File: config.mk
export PLATFORM = sky130hd
export DESIGN_NAME = dual_read_regfile
export DESIGN_NICKNAME = d
export VERILOG_FILES = /design/src/rtl/rf_pkg.sv /design/src/rtl/rf_wr_decode.sv /design/src/rtl/rf_storage.sv /design/src/rtl/rf_rd_port.sv /design/src/rtl/dual_read_regfile.sv
export SDC_FILE = /design/constraint.sdc
export NUM_CORES = 2
export LEC_CHECK = 0
export BUFFER_PORTS_ARGS = -buffer_cell sky130_fd_sc_hd__buf_2
export CAP_MARGIN = 20
export CORE_MARGIN = 3
export CORE_UTILIZATION = 63
export CTS_CLUSTER_DIAMETER = 60
export DETAILED_ROUTE_END_ITERATION = 8
export PLACE_DENSITY = 0.81
export SYNTH_ARGS = -nofsm -noshare
export SYNTH_HDL_FRONTEND = slang
export SYNTH_HIERARCHICAL = 1
export SYNTH_SLANG_ARGS = --single-unit
export TNS_END_PERCENT = 50
File: constraint.sdc
create_clock -name clk -period 6.5 [get_ports clk]
set_input_delay 1.3 -clock clk [delete_from_list [all_inputs] [get_ports clk]]
set_output_delay 1.3 -clock clk [all_outputs]
set_load 0.05 [all_outputs]
File: src/rtl/rf_pkg.sv
package rf_pkg;
    parameter int NUM_REGS = 32;
    parameter int DATA_W   = 32;
    parameter int NUM_RD   = 2;
    localparam int ADDR_W   = $clog2(NUM_REGS);
    localparam int ZERO_IDX = NUM_REGS - 1;

    typedef logic [ADDR_W-1:0]                addr_t;
    typedef logic [DATA_W-1:0]                word_t;
    typedef logic [NUM_REGS-1:0][DATA_W-1:0]  bank_t;
    typedef logic [NUM_REGS-1:0]              sel_t;

    typedef struct packed {
        logic  en;
        addr_t addr;
        word_t data;
    } wr_req_t;

    function automatic logic is_zero_idx(input addr_t a);
        return a == addr_t'(ZERO_IDX);
    endfunction
endpackage

File: src/rtl/rf_wr_decode.sv
module rf_wr_decode
    import rf_pkg::*;
(
    input  wr_req_t req,
    output sel_t    sel
);
    always_comb begin
        sel = '0;
        for (int k = 0; k < NUM_REGS; k++) begin
            if (req.en && (req.addr == addr_t'(k)) && (k != ZERO_IDX))
                sel[k] = 1'b1;
        end
    end
endmodule

File: src/rtl/rf_storage.sv
module rf_storage
    import rf_pkg::*;
(
    input  logic  clk,
    input  logic  rst,
    input  sel_t  sel,
    input  word_t wdata,
    output bank_t bank
);
    for (genvar i = 0; i < NUM_REGS; i++) begin : g_entry
        if (i == ZERO_IDX) begin : g_zero
            assign bank[i] = '0;
        end else begin : g_reg
            word_t q;
            always_ff @(posedge clk) begin
                if (rst)
                    q <= '0;
                else if (sel[i])
                    q <= wdata;
            end
            assign bank[i] = q;
        end
    end
endmodule

File: src/rtl/rf_rd_port.sv
module rf_rd_port
    import rf_pkg::*;
(
    input  bank_t bank,
    input  addr_t addr,
    output word_t data
);
    always_comb begin
        if (is_zero_idx(addr))
            data = '0;
        else
            data = bank[addr];
    end
endmodule

File: src/rtl/dual_read_regfile.sv
module dual_read_regfile
    import rf_pkg::*;
(
    input  logic        clk,
    input  logic        rst,
    input  logic [4:0]  rd_addr_a,
    output logic [31:0] rd_data_a,
    input  logic [4:0]  rd_addr_b,
    output logic [31:0] rd_data_b,
    input  logic        wr_en,
    input  logic [4:0]  wr_addr,
    input  logic [31:0] wr_data
);
    wr_req_t req;
    sel_t    sel;
    bank_t   bank;
    addr_t   rd_addr [NUM_RD];
    word_t   rd_data [NUM_RD];

    assign req.en   = wr_en;
    assign req.addr = wr_addr;
    assign req.data = wr_data;

    rf_wr_decode u_dec (
        .req (req),
        .sel (sel)
    );

    rf_storage u_store (
        .clk   (clk),
        .rst   (rst),
        .sel   (sel),
        .wdata (req.data),
        .bank  (bank)
    );

    assign rd_addr[0] = rd_addr_a;
    assign rd_addr[1] = rd_addr_b;

    for (genvar p = 0; p < NUM_RD; p++) begin : g_rd
        rf_rd_port u_port (
            .bank (bank),
            .addr (rd_addr[p]),
            .data (rd_data[p])
        );
    end

    assign rd_data_a = rd_data[0];
    assign rd_data_b = rd_data[1];
endmodule

Yosys cells after proc, flatten, opt, wreduce, memory -nomap -nowiden
Index checks and enable logic that the tools add are counted.
{"block": "word_totals", "regBits": 992, "output_inout_bits": 64, "input_bits": 50}
{"block": "classes", "n_reduce_logical": 32, "magnitude_cmp": 2, "n_eq_ne": 32, "muxes": 37}
{"cell": "binary-select mux 32 bit (select 5 bit)", "n": 2}
{"cell": "2-to-1 mux 32 bit", "n": 4}
{"cell": "equality test 5 bit, second input constant", "n": 17}
{"cell": "equality test 5 x 4 -> 1 bit, second input constant", "n": 8}
{"cell": "logical AND 1 bit", "n": 31}
{"cell": "2-to-1 mux 1 bit", "n": 31}
{"cell": "equality test 5 x 3 -> 1 bit, second input constant", "n": 4}
{"cell": "less-than comparator 5 x 6 -> 1 bit, second input constant", "n": 2}
{"cell": "equality test 5 x 2 -> 1 bit, second input constant", "n": 2}
{"cell": "equality test 5 x 1 -> 1 bit, second input constant", "n": 1}
{"cell": "logical NOT 5 bit", "n": 1}

Depth between registers and ports, before layout
{"block": "depth", "word_depth": 3, "mapped_depth": 9}

Modules after synthesis
Netlist, hierarchy kept.
{"mod": "rf_storage", "area_per_inst_um2": 36572.6, "seq_area_each_um2": 19859.0, "instances": 1, "cells_per_inst": 3339}
{"mod": "rf_rd_port", "area_per_inst_um2": 8758.4, "seq_area_each_um2": 0.0, "instances": 2, "cells_per_inst": 764}
{"mod": "rf_wr_decode", "area_per_inst_um2": 241.5, "seq_area_each_um2": 0.0, "instances": 1, "cells_per_inst": 48}

Worst setup path before layout
No wires, ideal clock.
{"block": "synth_timing", "kind": "input to output", "start": "input port rd_addr_a[1]", "end": "output port rd_data_a[0]", "path_stages": 7, "n_path_buf": 3, "slack_ps": 1667, "arrival_time_ps": 3533, "path_cell_list": "buf_4 -> or3b_1 -> clkbuf_1 -> clkbuf_1 -> o221ai_1 -> a221oi_1 -> a211oi_1"}
{"block": "synth_between", "elab_chain_len": 3, "word_cells_on_any_way": 4}
{"element": "start, declared", "line_no": "dual_read_regfile.sv:6", "source": "input logic [4:0] rd_addr_a,"}
{"element": "binary-select mux 32 bit (select 5 bit)", "line_no": "rf_rd_port.sv:12", "source": "data = bank[addr];"}
{"element": "2-to-1 mux 32 bit (implied by the code)", "line_no": "rf_rd_port.sv:12"}
{"element": "2-to-1 mux 32 bit *", "line_no": "rf_rd_port.sv:9", "source": "if (is_zero_idx(addr))"}
{"element": "end, declared", "line_no": "dual_read_regfile.sv:7", "source": "output logic [31:0] rd_data_a,"}
Every way passes the cells marked *; elsewhere a longest branch is shown, timed or not. The select of a mux whose other input is x is not followed.

Final worst setup path
{"block": "layout_timing", "start": "input port rd_addr_a[2]", "end": "output port rd_data_a[30]"}
Same word-level chain as after synthesis.

==> key figures <==
Worst setup path
  • CP Cell Sequence: buf_8, buf_12, mux4_2, a2bb2oi_1, a211oi_1, a211oi_2, buf_2
  • Worst EP arrival: roughly 4.3 ns
  • Setup CP Type: in -> out
  • Critical path endpoint category: output pin
  • CP required: about 5.2 ns
  • Startpoint types: input port
  • Worst path slowest cell: a211oi_2
  • CP delay by family, top: buffers and inverters
  • Crit-path max cell delay: 0.67 ns
  • Crit path buf inv count: 3
  • Largest fanout on the critical path: 94

Global route
  • Vias in the first global route: 39740
  • Initial antenna violation count: 18
  • Overall Global Routing Usage: 35.31%
  • First-pass GRT wire length: 245000 um
  • GR Overflow Total: 0
  • Largest net degree at the start of global routing: 187

STA
  • Least-Margin Pin Slew: 1.264 ns
  • Final hold vios: 0
  • Tcrit/Tclk final: 86.51%
  • Min Tclk post-route: 5.623 ns
  • Rel. slew slack: ~16%
  • RSZ-0062 raised after global routing: false
  • Final setup vio count: 0
  • Max-slew violation count: 0
  • Setup TNS: 0 ns
  • Fin Clk Skew: 0 ns
  • Max Clock Freq: 177.8 MHz

Clock network
  • Worst-path clk slew: 0.06 ns
  • Post-cts sizing count: 0
  • Max clock buf depth: 3
  • Setup bufs post-CTS: 0
  • Clock H-tree levels: 3
  • Worst-skew pair later-pin latency: approximately 0.65 ns
  • Clock sinks: 992
  • Root buf cell: clkbuf_16
  • CTS tree: built
  • Num CTS Buffers: roughly 100
  • Hold_buf cts: 0

Layout
  • Layout cells sized above 1: 18.68%
  • Most flop-heavy register: u_store/g_entry.g_reg.q
  • Layout area overhead: 4.676%
  • Final Cell Area: between 50000 and 60000 um^2
  • Largest register FFs: 992
  • Biggest registers after layout: u_store/g_entry.g_reg.q (992)
  • Post-layout nets: 4730

Synthesis
  • Syn Std Cell Area: 54320 um^2
  • Avg Inst Size Synth: 11.06 um^2
  • Post-Syn Instances: about 4900
  • Total of warnings raised by yosys: 6

Placement
  • HPWL after DPL: between 90000 and 100000 um
  • Port buffer count: 113
  • RD Place Congestion: 0.8836
  • Placed standard-cell area: between 50000 and 60000 um^2

Route
  • Drt via density: a little under 7
  • Final WL: around 160000 um
  • Total number of vias: approximately 41000
  • DR DRC count: 0
  • Avg WL per Cell: 27.68 um
  • Initial drt markers: 5733
  • 1st-pass router iterations: 6
  • Post-route ant nets: 0

Die
  • Rows: around 110
  • Starting density of the core: roughly 64%
  • Die area: between 80000 and 90000 um^2
  • # IOs: 114
  • Core footprint: 85280 um^2
  • Die W: 299.6 um
  • Die Y: 299.6 um

Pwr
  • Clock power share: 44.9%
  • NetSw: 0.003501 W
  • P_int: 0.01004 W
  • Combinational share of power: 9.6%
  • Leakage power: between 15 and 20 nW
  • Switching Share: 25.85%
  • Sequential Power Share: a little under half
  • Peak VDD IR: roughly 0.21 mV
  • PD cells: approximately 240 nW/um^2

Worst hold path
  • Hold Crit Class: reg -> reg

Job
  • Max cap viols: 0

Run status
  • Status: finished clean
==> area by class of cell <==
cell class	instances	area [um^2]
well taps	1144	1431
clock buffers	141	2902
multi-input cells	3367	30390
clock inverters	47	543.0
inverters	4	15.01
fillers	6156	28420
flip-flops and latches	992	19860
repair buffers	214	1682
diodes	14	35.03
==> power by group through the flow <==
stage | sequential [W] | combinational, W | clock (W)
floorplan | 0.00628 | 0.00101 | 0
global placement | 0.00629 | 0.00125 | 0
detailed placement | 0.00629 | 0.00126 | 0
CTS | 0.00616 | 0.00126 | 0.00609
global route | 0.00616 | 0.00134 | 0.00634
finish | 0.00616 | 0.00131 | 0.00608
==> worst min-delay path, delay by kind of cell, from the launching register on <==
kind,cells,cell delay [ns]
flip-flops,1,0.33
multiplexers,1,0.07
AND/OR/NAND/NOR,1,0.07
==> per-stage QoR <==
step / setup slack [ns] / instances / hold WS [ns] / util, % / power (W)
global route: 0.9354 / 5917 / 0.5356 / 66.66 / 0.01383
finish: 0.8768 / 5923 / 0.5058 / 66.67 / 0.01355
global placement: 1.080 / 5717 / 0.4828 / 62.47 / 0.007537
detailed placement: 1.121 / 5717 / 0.4941 / 62.47 / 0.007550
CTS: 1.120 / 5905 / 0.5114 / 66.51 / 0.01351
floorplan: 1.667 / 4944 / 0.4658 / - / 0.007288
==> layout by cell type, fill, tap and decap left out, drive strengths merged, types with 4 or more instances in the layout <==
| cell type | n |
|---|---|
| a21oi | 36 |
| a211oi | 164 |
| nand3b | 4 |
| bufinv | 10 |
| dfxtp | 992 |
| clkinv | 26 |
| a221oi | 56 |
| o221ai | 64 |
| inv | 10 |
| a2bb2oi | 36 |
| mux2 | 64 |
| conb | 32 |
| mux4 | 320 |
| buf | 212 |
| clkinvlp | 5 |
| clkbuf | 143 |
| nor2 | 1027 |
| o21ai | 28 |
| nand3 | 4 |
| and2 | 38 |
| nand2 | 37 |
| mux2i | 1376 |
| nor2b | 4 |
| o22ai | 64 |
| diode | 14 |
==> routing by layer <==
| layer | up-vias | global-route usage (%) | wire length (um) |
|---|---|---|---|
| met2 | 2626 | 53.63 | 71600 |
| met3 | 653 | 9.973 | 20140 |
| li1 | 17320 | - | - |
| met1 | 19900 | 45.55 | 62410 |
| met4 | 8 | 19.28 | 9749 |
| met5 | - | 1.407 | 50 |
==> worst paths after layout <==
path         slack [ns]                              to  cells after the start                            from
max                0.88                   rd_data_a[30]                      7                    rd_addr_a[2]
min                0.51  u_store/g_entry[19].g_reg.q[1]                      2  u_store/g_entry[19].g_reg.q[1]
max reg2reg        5.74   u_store/g_entry[3].g_reg.q[9]                      2   u_store/g_entry[3].g_reg.q[9]
min reg2reg        0.51  u_store/g_entry[19].g_reg.q[1]                      2  u_store/g_entry[19].g_reg.q[1]
Note: power is estimated with default switching activity, not from simulation.
